`src/rtl/usb_pw_pkg.sv`:
```
// Shared constants for the root port suspend/wake controller.
// Assumes an 8-bit write data bus and a 2-bit register address.
package usb_pw_pkg;
    localparam int REG_AW = 2;
    localparam int REG_DW = 8;

    localparam logic [REG_AW-1:0] ADDR_PORT = 2'd0;
    localparam logic [REG_AW-1:0] ADDR_STAT = 2'd1;
    localparam logic [REG_AW-1:0] ADDR_IEN  = 2'd2;

    localparam int BIT_CONN = 0;
    localparam int BIT_EN   = 1;
    localparam int BIT_CCHG = 2;
    localparam int BIT_SUSP = 3;
    localparam int BIT_FPR  = 4;
    localparam int BIT_WKC  = 5;
    localparam int BIT_WKD  = 6;

    typedef struct packed {
        logic wkd;
        logic wkc;
        logic fpr;
        logic susp;
        logic cchg;
        logic en;
    } port_wr_t;

    // Extract the writable fields of the port word.
    function automatic port_wr_t unpack_port(input logic [REG_DW-1:0] d);
        port_wr_t p;
        p.wkd  = d[BIT_WKD];
        p.wkc  = d[BIT_WKC];
        p.fpr  = d[BIT_FPR];
        p.susp = d[BIT_SUSP];
        p.cchg = d[BIT_CCHG];
        p.en   = d[BIT_EN];
        return p;
    endfunction
endpackage

```
`src/rtl/usb_pw_link.sv`:
```
// Suspend / resume sequencer for one root port.
// Holds the suspend, force-resume and pending-suspend state.
// Also counts frames for the return to suspend after a resume that ends while halted.
// Assumes events are single-cycle pulses and disc_evt is already qualified by connect.
module usb_pw_link #(
    parameter int RESUSP_FRAMES = 10
) (
    input  logic clk,
    input  logic rst_n,
    input  logic frame_stb,
    input  logic hc_halted,
    input  logic line_kresume,
    input  logic disc_evt,
    input  logic port_en,
    input  logic wr_port,
    input  logic wd_susp,
    input  logic wd_fpr,
    output logic susp,
    output logic fpr,
    output logic rwake_evt
);
    localparam int CW = $clog2(RESUSP_FRAMES + 1);
    localparam logic [CW-1:0] LAST = CW'(RESUSP_FRAMES - 1);

    logic susp_q, fpr_q, req_q, arm_q;
    logic susp_n, fpr_n, req_n, arm_n;
    logic [CW-1:0] cnt_q, cnt_n;
    logic sw_start, sw_end;

    // Classify software resume writes and device remote wake.
    always_comb begin
        sw_start  = wr_port && wd_fpr && susp_q && !fpr_q;
        sw_end    = wr_port && !wd_fpr && fpr_q;
        rwake_evt = line_kresume && susp_q && port_en && !fpr_q && !disc_evt;
    end

    // Next-state rules in priority order: disconnect, resume, suspend, re-suspend.
    always_comb begin
        susp_n = susp_q;
        fpr_n  = fpr_q;
        req_n  = req_q;
        arm_n  = arm_q;
        cnt_n  = cnt_q;
        if (disc_evt) begin
            susp_n = 1'b0;
            fpr_n  = 1'b0;
            req_n  = 1'b0;
            arm_n  = 1'b0;
            cnt_n  = '0;
        end else begin
            if (sw_start || rwake_evt) fpr_n = 1'b1;
            if (sw_end) begin
                fpr_n  = 1'b0;
                susp_n = 1'b0;
                arm_n  = hc_halted;
                cnt_n  = '0;
            end
            if (wr_port && wd_susp && port_en && !susp_q) req_n = 1'b1;
            if (!port_en) req_n = 1'b0;
            if (frame_stb && req_q && port_en) begin
                susp_n = 1'b1;
                req_n  = 1'b0;
            end
            if (arm_q) begin
                if (!hc_halted) begin
                    arm_n = 1'b0;
                end else if (frame_stb) begin
                    if (cnt_q == LAST) begin
                        susp_n = 1'b1;
                        arm_n  = 1'b0;
                    end else begin
                        cnt_n = cnt_q + 1'b1;
                    end
                end
            end
        end
    end

    // State registers.
    always_ff @(posedge clk) begin
        if (!rst_n) begin
            susp_q <= 1'b0;
            fpr_q  <= 1'b0;
            req_q  <= 1'b0;
            arm_q  <= 1'b0;
            cnt_q  <= '0;
        end else begin
            susp_q <= susp_n;
            fpr_q  <= fpr_n;
            req_q  <= req_n;
            arm_q  <= arm_n;
            cnt_q  <= cnt_n;
        end
    end

    assign susp = susp_q;
    assign fpr  = fpr_q;

    a_r5_fpr_needs_susp: assert property (@(posedge clk) disable iff (!rst_n)
        fpr_q |-> susp_q);
    a_r4_susp_on_frame: assert property (@(posedge clk) disable iff (!rst_n)
        $rose(susp_q) |-> $past(frame_stb));
    a_r6_end_clears: assert property (@(posedge clk) disable iff (!rst_n)
        (wr_port && !wd_fpr && fpr_q && !disc_evt) |=> (!fpr_q && !susp_q));
    a_r9_disc_idle: assert property (@(posedge clk) disable iff (!rst_n)
        disc_evt |=> (!fpr_q && !susp_q));
endmodule

```
`src/rtl/usb_pw_conn.sv`:
```
// Connect / enable / connect-change bookkeeping and wake-enable gating.
// Assumes line pulses last one cycle.
// A disconnect and a connect in the same cycle count as a disconnect only.
module usb_pw_conn (
    input  logic clk,
    input  logic rst_n,
    input  logic line_connect,
    input  logic line_disconnect,
    input  logic wr_port,
    input  logic wd_en,
    input  logic wd_cchg,
    input  logic wd_wkc,
    input  logic wd_wkd,
    output logic conn,
    output logic en,
    output logic cchg,
    output logic wkc,
    output logic wkd,
    output logic disc_evt,
    output logic conn_evt,
    output logic wake_ind
);
    logic conn_q, en_q, cchg_q, wkc_q, wkd_q, wake_q;

    // Qualify raw line events against the current connect state.
    always_comb begin
        disc_evt = line_disconnect && conn_q;
        conn_evt = line_connect && !conn_q && !line_disconnect;
    end

    // Connect and enable status.
    always_ff @(posedge clk) begin
        if (!rst_n) begin
            conn_q <= 1'b0;
            en_q   <= 1'b0;
        end else if (disc_evt) begin
            conn_q <= 1'b0;
            en_q   <= 1'b0;
        end else begin
            if (conn_evt) conn_q <= 1'b1;
            if (wr_port) en_q <= wd_en && conn_q;
        end
    end

    // Sticky connect-change, write-1-to-clear, set wins.
    always_ff @(posedge clk) begin
        if (!rst_n) cchg_q <= 1'b0;
        else if (disc_evt || conn_evt) cchg_q <= 1'b1;
        else if (wr_port && wd_cchg) cchg_q <= 1'b0;
    end

    // Wake enables, read/write.
    always_ff @(posedge clk) begin
        if (!rst_n) begin
            wkc_q <= 1'b0;
            wkd_q <= 1'b0;
        end else if (wr_port) begin
            wkc_q <= wd_wkc;
            wkd_q <= wd_wkd;
        end
    end

    // One-cycle wake indication gated by the enables in force at the event.
    always_ff @(posedge clk) begin
        if (!rst_n) wake_q <= 1'b0;
        else wake_q <= (disc_evt && wkd_q) || (conn_evt && wkc_q);
    end

    assign conn     = conn_q;
    assign en       = en_q;
    assign cchg     = cchg_q;
    assign wkc      = wkc_q;
    assign wkd      = wkd_q;
    assign wake_ind = wake_q;

    a_r3_en_needs_conn: assert property (@(posedge clk) disable iff (!rst_n)
        en_q |-> conn_q);
    a_r9_disc_status: assert property (@(posedge clk) disable iff (!rst_n)
        disc_evt |=> (!conn_q && !en_q && cchg_q));
    a_r2_conn_status: assert property (@(posedge clk) disable iff (!rst_n)
        conn_evt |=> (conn_q && cchg_q));
endmodule

```
`src/rtl/usb_pw_chg.sv`:
```
// Global port-change flag and its interrupt.
// Assumes set pulses come only from hardware events, never from software resume.
module usb_pw_chg (
    input  logic clk,
    input  logic rst_n,
    input  logic chg_set,
    input  logic wr_stat,
    input  logic wd_clr,
    input  logic wr_ien,
    input  logic wd_ien,
    output logic chg,
    output logic irq
);
    logic chg_q, ien_q;

    // Sticky change flag, write-1-to-clear, set beats clear.
    always_ff @(posedge clk) begin
        if (!rst_n) chg_q <= 1'b0;
        else if (chg_set) chg_q <= 1'b1;
        else if (wr_stat && wd_clr) chg_q <= 1'b0;
    end

    // Interrupt enable register.
    always_ff @(posedge clk) begin
        if (!rst_n) ien_q <= 1'b0;
        else if (wr_ien) ien_q <= wd_ien;
    end

    assign chg = chg_q;
    assign irq = chg_q && ien_q;

    a_r7_set_sticks: assert property (@(posedge clk) disable iff (!rst_n)
        chg_set |=> chg_q);
    a_r10_w1c: assert property (@(posedge clk) disable iff (!rst_n)
        (wr_stat && wd_clr && !chg_set) |=> !chg_q);
endmodule

```
`src/rtl/usb_port_wake_ctrl.sv`:
```
// Top of the root port suspend/wake controller.
// Decodes register writes and joins the sequencer, the connect tracker and the change/interrupt unit.
// Assumes the write bus is single-cycle with no wait states.
module usb_port_wake_ctrl #(
    parameter int RESUSP_FRAMES = 10
) (
    input  logic       clk,
    input  logic       rst_n,
    input  logic       reg_wr,
    input  logic [1:0] reg_addr,
    input  logic [7:0] reg_wdata,
    input  logic       frame_stb,
    input  logic       hc_halted,
    input  logic       line_kresume,
    input  logic       line_connect,
    input  logic       line_disconnect,
    output logic [7:0] port_rd,
    output logic       chg_sts,
    output logic       irq,
    output logic       resume_drive,
    output logic       wake_ind
);
    import usb_pw_pkg::*;

    port_wr_t pw;
    logic wr_port, wr_stat, wr_ien;
    logic conn, en, cchg, wkc, wkd, susp, fpr;
    logic disc_evt, conn_evt, rwake_evt;
    logic unused_wbits;

    // Address decode and field split.
    always_comb begin
        wr_port = reg_wr && (reg_addr == ADDR_PORT);
        wr_stat = reg_wr && (reg_addr == ADDR_STAT);
        wr_ien  = reg_wr && (reg_addr == ADDR_IEN);
        pw      = unpack_port(reg_wdata);
    end
    assign unused_wbits = ^{reg_wdata[7], reg_wdata[BIT_CONN]};

    usb_pw_conn u_conn (
        .clk(clk), .rst_n(rst_n),
        .line_connect(line_connect), .line_disconnect(line_disconnect),
        .wr_port(wr_port), .wd_en(pw.en), .wd_cchg(pw.cchg),
        .wd_wkc(pw.wkc), .wd_wkd(pw.wkd),
        .conn(conn), .en(en), .cchg(cchg), .wkc(wkc), .wkd(wkd),
        .disc_evt(disc_evt), .conn_evt(conn_evt), .wake_ind(wake_ind)
    );

    usb_pw_link #(.RESUSP_FRAMES(RESUSP_FRAMES)) u_link (
        .clk(clk), .rst_n(rst_n), .frame_stb(frame_stb), .hc_halted(hc_halted),
        .line_kresume(line_kresume), .disc_evt(disc_evt), .port_en(en),
        .wr_port(wr_port), .wd_susp(pw.susp), .wd_fpr(pw.fpr),
        .susp(susp), .fpr(fpr), .rwake_evt(rwake_evt)
    );

    usb_pw_chg u_chg (
        .clk(clk), .rst_n(rst_n),
        .chg_set(rwake_evt || conn_evt || disc_evt),
        .wr_stat(wr_stat), .wd_clr(reg_wdata[0]),
        .wr_ien(wr_ien), .wd_ien(reg_wdata[0]),
        .chg(chg_sts), .irq(irq)
    );

    // Read-back word assembly.
    always_comb begin
        port_rd           = '0;
        port_rd[BIT_CONN] = conn;
        port_rd[BIT_EN]   = en;
        port_rd[BIT_CCHG] = cchg;
        port_rd[BIT_SUSP] = susp;
        port_rd[BIT_FPR]  = fpr;
        port_rd[BIT_WKC]  = wkc;
        port_rd[BIT_WKD]  = wkd;
    end
    assign resume_drive = fpr;

    a_r7_drive_on_wake: assert property (@(posedge clk) disable iff (!rst_n)
        rwake_evt |=> (resume_drive && chg_sts));
    a_r12_wake_cause: assert property (@(posedge clk) disable iff (!rst_n)
        wake_ind |-> $past(disc_evt || conn_evt));
endmodule

```
`config.mk`:
```
export PLATFORM = sky130hd
export DESIGN_NAME = usb_port_wake_ctrl
export DESIGN_NICKNAME = d
export VERILOG_FILES = /design/src/rtl/usb_pw_pkg.sv /design/src/rtl/usb_pw_link.sv /design/src/rtl/usb_pw_conn.sv /design/src/rtl/usb_pw_chg.sv /design/src/rtl/usb_port_wake_ctrl.sv
export SDC_FILE = /design/constraint.sdc
export NUM_CORES = 1
export LEC_CHECK = 0
export ABC_AREA = 0
export BUFFER_PORTS_ARGS = -buffer_cell sky130_fd_sc_hd__buf_2
export CAP_MARGIN = 20
export CORE_MARGIN = 2
export CORE_UTILIZATION = 54
export CTS_BUF_LIST = sky130_fd_sc_hd__clkbuf_4 sky130_fd_sc_hd__clkbuf_8
export DETAILED_ROUTE_END_ITERATION = 6
export GPL_TIMING_DRIVEN = 0
export PLACE_DENSITY = 0.95
export SLEW_MARGIN = 20
export SYNTH_ARGS = -nofsm -noshare
export SYNTH_HDL_FRONTEND = slang
export SYNTH_HIERARCHICAL = 1
export SYNTH_SLANG_ARGS = --single-unit
```
`constraint.sdc`:
```
create_clock -name clk -period 5.4 [get_ports clk]
set_clock_uncertainty 0.15 [all_clocks]
set_input_delay 1.08 -clock clk [delete_from_list [all_inputs] [get_ports clk]]
set_output_delay 1.08 -clock clk [all_outputs]
set_load 0.05 [all_outputs]
```
**Word-level counts from Yosys, hierarchy flattened**

Cells that the tools add are included.

- Add/sub/neg operators: 1
- Eq/ne operators: 3
- Multiplexer cells: 20
- Bitwise gates (word level): 2
- Reduce and logical (&&, ||, !) cells: 43

Operators by type and width:

| kind | number |
|---|---|
| 1-bit logical AND | 26 |
| 4-bit two-way mux | 5 |
| 1-bit two-way mux | 15 |
| 1-bit logical NOT | 6 |
| 1-bit logical OR | 5 |
| 4-bit by 1-bit adder with 4-bit output, second input constant | 1 |
| 4-bit == test, second input constant | 1 |
| 2-bit nonzero test | 2 |
| 4-bit OR reduction | 1 |
| 3-bit OR reduction | 1 |
| 2-bit by 1-bit == test with 1-bit output, second input constant | 1 |
| 2-bit == test, second input constant | 1 |
| 2-bit logical NOT | 1 |
| 1-bit inverter | 2 |
| 2-bit OR reduction | 1 |

- Bits in registers: 16
- Input port bits: 18
- Output and inout bits: 12
- Word-level logic and storage cells: 82

**Logic depth before layout (Yosys ltp)**

- Depth in word-level cells: 10
- Mapped depth: 6

**Cells and area by module**

Netlist, hierarchy kept.

Modules (own cells, without submodules):

| module | times used | cells each | area each (µm²) |
|---|---|---|---|
| usb_pw_link | 1 | 47 | 432.9 |
| usb_pw_conn | 1 | 21 | 236.5 |
| usb_port_wake_ctrl | 1 | 13 | 95.1 |
| usb_pw_chg | 1 | 8 | 77.6 |

**Worst setup path before layout**

Ideal clock, no wire load.

- Path type: input-to-reg
- From: in reg_addr[0]
- To: reg u_link.cnt_q[2]
- Setup time: 0.123 ns
- Arrival: 2.278 ns
- Required time: 5.127 ns
- Setup slack: 2.849 ns
- Stages: 4
- Buffers on the path: 0
- Path through: nor3b_1 nand3b_1 o211ai_1 a21oi_1

- Word-level cells in the longest chain between the ends: 9

RTL lines:

| element | RTL line | text |
|---|---|---|
| start: declaration | usb_port_wake_ctrl.sv:10 | `input logic [1:0] reg_addr,` |
| 2-bit logical NOT (*) | usb_port_wake_ctrl.sv:33 | `wr_port = reg_wr && (reg_addr == ADDR_PORT);` |
| 1-bit logical AND (*) | usb_port_wake_ctrl.sv:33 |  |
| 1-bit logical AND (*) (2 in a row) | usb_pw_link.sv:33 | `sw_end = wr_port && !wd_fpr && fpr_q;` |
| 4-bit two-way mux (*) | usb_pw_link.sv:52 | `if (sw_end) begin` |
| 4-bit two-way mux | usb_pw_link.sv:68 | `if (cnt_q == LAST) begin` |
| 4-bit two-way mux | usb_pw_link.sv:67 | `end else if (frame_stb) begin` |
| 4-bit two-way mux | usb_pw_link.sv:65 | `if (!hc_halted) begin` |
| 4-bit two-way mux (*) | usb_pw_link.sv:64 | `if (arm_q) begin` |
| end signal: assignment | usb_pw_link.sv:92 | `cnt_q <= cnt_n;` |
| end: declaration | usb_pw_link.sv:27 | `logic [CW-1:0] cnt_q, cnt_n;` |

Mark *: on every way between the ends. The rest lies on a longest branch, timed or not.
A chain may end at the register's enable or synchronous reset.

**Worst setup path after layout**

- From: in reg_addr[0]
- To: reg u_link.cnt_q[2]

- Word-level cells in the longest chain between the ends: 9

RTL lines:

| element | RTL line | text |
|---|---|---|
| 2-bit logical NOT (*) | usb_port_wake_ctrl.sv:33 |  |
| 1-bit logical AND (*) | usb_port_wake_ctrl.sv:33 |  |
| named net wr_port | usb_port_wake_ctrl.sv:26 | `logic wr_port, wr_stat, wr_ien;` |
| 1-bit logical AND (*) (2 in a row) | usb_pw_link.sv:33 |  |
| 4-bit two-way mux (*) | usb_pw_link.sv:52 |  |
| 4-bit two-way mux | usb_pw_link.sv:68 |  |
| 4-bit two-way mux | usb_pw_link.sv:67 |  |
| 4-bit two-way mux | usb_pw_link.sv:65 |  |
| 4-bit two-way mux (*) | usb_pw_link.sv:64 |  |

The timed path passes the listed nets; every way through them passes the cells marked *.

==> impl_metrics.toml <==
[timing]
fmax_mhz = 365.2
rsz0062_at_grt = "no"
tightest_slew_ns = 0.9809
finalCritPeriodShare_pct = 50.70
slew_viol_final = 0
finalHoldViolCount = 0
setup_viol = 0
slew_headroom_pct = 34.47
setup_tns_ns = 0
fin_crit_ns = 2.738

[global_routing]
first_global_vias = 671
track_usage_pct = 19.88
grt_pass1_wl_um = 2829
grt_overflow = 0
antenna_found_initial = 0
grt_use_met3_pct = 6.250
use_met1_pct = 23.77
met2_usage_pct = 34.03
busiest_layer = "met2"
grt_max_degree = 11

[floorplan]
die_area_um2 = 1891
pin_count = 30
die_w_um = 43.49
die_h_um = 43.49
core_area_um2 = 1489
initial_core_util_pct = 56.55
num_rows = 14

[hold_path]
hp-class = "reg2reg"

[cells_and_area]
fin_area_um2 = 1033
drive_above_1_share_pct = 35.00
diodes = 0
fillers = 121
area_delta_synth_final_pct = 22.73
num-nets-final = 141
largest_reg_flops = 4
regMostFlops = "u_link/cnt_q"

[logic_synthesis]
synth_warnings = 6
syn_avg_cell_area_um2 = 9.461
syn_area_um2 = 842.1
syn_nets = 109
yosysSeqAreaShare_pct = 38.04
synth_seq_cells = 16
yosysUniqueCellTypes = 34
netlist_instances = 89

[placed_design]
dp_hpwl_um = 1337
port_buffers = 27
gp_congestion = 0.7885
placed_cell_area_um2 = 997.2

[detailed_routing]
via_per_inst = 5.735
num_vias = 780
drt_iter0_drc = 20
drc = 0
antenna_left = 0
drt_pass1_iterations = 4
drt-total-wl_um = 1758
wl_per_cell_um = 12.93

[setup_path]
worstPathRequired_ns = 5.42
crit_path_max_fanout = 8
arrival_ns = 2.76
endpoint_kind = "flop"
cp-start-kind = "input port"
critical_path_class = "in2reg"

[power_and_ir_drop]
ir_drop_v = 0.0001637
p_per_area_nw_per_um2 = 226.1
p_leak_nw = 0.4670

[clock_tree]
cts_tree = "yes"
clock_sinks = 16
cts_setup_buffers = 0
clkTransAtPathRegs_ns = 0.09
cts_buffers = 3
cts_hold_buf = 0
h-tree-depth = 1
cts_resized = 0
ctsRootBufferMaster = "clkbuf_4"
clock_latency_ns = 0.29
clk_path_buf_depth = 2

[run]
cap_violations = 0

[run_status]
status = "finished, final reports clean"
synth_stat cells, drive strengths merged:
| cell | n | area share (%) |
|---|---|---|
| conb | 1 | 0.45 |
| and3b | 3 | 3.1 |
| or4b | 1 | 1.2 |
| and2 | 2 | 1.8 |
| nor3b | 3 | 2.7 |
| nand4 | 1 | 0.74 |
| nand3b | 2 | 1.8 |
| buf | 9 | 8.5 |
| dfxtp | 16 | 38 |
| nand3 | 4 | 2.4 |
| o21ai | 2 | 1.2 |
| nand4b | 2 | 2.1 |
| or3 | 4 | 3.0 |
| o31a | 1 | 1.2 |
| nor2 | 1 | 0.45 |
| inv | 2 | 0.89 |
| nand2 | 1 | 0.45 |
| a21boi | 2 | 1.8 |
| mux2i | 4 | 4.8 |
| nand2b | 2 | 1.5 |
| and4b | 1 | 1.2 |
| or3b | 1 | 1.0 |
| a31oi | 2 | 1.5 |
| o211ai | 4 | 3.6 |
| ha | 2 | 3.0 |
| a21oi | 5 | 3.0 |
| a22oi | 1 | 0.89 |
| a32oi | 1 | 1.0 |
| nor2b | 6 | 4.5 |
| and3 | 2 | 1.5 |
| and4 | 1 | 1.0 |
path summary, 6_finish.rpt:
path / endpoint / slack [ns] / depth (start not counted) / startpoint
worst max-delay path: u_link/cnt_q[2] / 2.66 / 5 / reg_addr[0]
worst min-delay path: u_link/susp / 0.37 / 2 / u_link/susp
worst max register to register: u_chg/chg / 3.61 / 6 / u_conn/conn
worst min register to register: u_link/susp / 0.37 / 2 / u_link/susp
critical path, cell delays in order:
cell and delay, ns:
buf_2 0.11, nor3b_1 0.80, nand3b_1 0.41, o211ai_1 0.28
a21oi_1 0.08
layer usage:
layer | up-vias | part of all wire (%)
met1 | 358 | 44
met5 | - | 0
li1 | 388 | -
met2 | 30 | 49
met3 | 4 | 6.4
met4 | 0 | 0.68
cell usage in the layout, fill, tap and decap left out:
| cell type | n |
|---|---|
| and4_1 | 1 |
| nand2_1 | 1 |
| nand4_1 | 1 |
| a22oi_1 | 1 |
| buf_6 | 1 |
| and2_1 | 1 |
| dfxtp_1 | 16 |
| nand4b_1 | 2 |
| and4b_1 | 1 |
| nor2_1 | 1 |
| o21ai_0 | 2 |
| and2_4 | 1 |
| inv_1 | 2 |
| and3_1 | 2 |
| buf_4 | 8 |
| clkbuf_8 | 1 |
| clkbuf_4 | 3 |
| or3b_1 | 1 |
| o211ai_1 | 4 |
| a21boi_0 | 1 |
| nand2b_1 | 2 |
| nand3b_1 | 2 |
| a31oi_1 | 2 |
| nor3b_1 | 3 |
| mux2i_1 | 4 |
| o31a_2 | 1 |
| nand3_1 | 4 |
| ha_1 | 2 |
| nor2b_1 | 6 |
| a21boi_1 | 1 |
| or3_1 | 4 |
| buf_2 | 27 |
| or4b_1 | 1 |
| and3b_1 | 3 |
| a32oi_1 | 1 |
| conb_1 | 1 |
| a21oi_1 | 5 |
cell families after synthesis:
family	count (synthesis)	synth area share [%]
simple gates	37	30.31
compound gates	18	14.12
flops	16	38.04
buf+inv	11	9.362
mux	4	4.755
fa+ha+maj	2	2.971
other cells	1	0.4453
layout make-up:
type | instances | area [um^2] | share of cell area (%)
well taps | 16 | 20.02 | 1.937
flip-flops and latches | 16 | 320.3 | 30.99
repair buffers | 27 | 135.1 | 13.08
plain buffers | 9 | 71.32 | 6.901
multi-input cells | 62 | 442.9 | 42.86
inverters | 2 | 7.507 | 0.7264
clock buffers | 4 | 36.28 | 3.511
power breakdown:
part / internal, mW / switching [mW] / total (mW) / leakage (nW)
clock network: 0.0411 / 0.0383 / 0.0794 / 0.0210
registers: 0.120 / 0.00173 / 0.122 / 0.130
logic: 0.0131 / 0.0191 / 0.0322 / 0.316
total: 0.175 / 0.0591 / 0.234 / 0.467
stage by stage:
step	utilization [%]	worst slack, ns	std cells	total power, mW	hold slack, ns
floorplan	-	2.849	89	0.1453	0.3120
global placement	66.97	2.381	132	0.1561	0.3373
detailed placement	66.97	2.378	132	0.1570	0.3524
CTS	69.41	2.686	136	0.2352	0.3670
global route	69.41	2.552	136	0.2431	0.3946
finish	69.41	2.662	136	0.2337	0.3733
(Power assumes the default switching activity.)
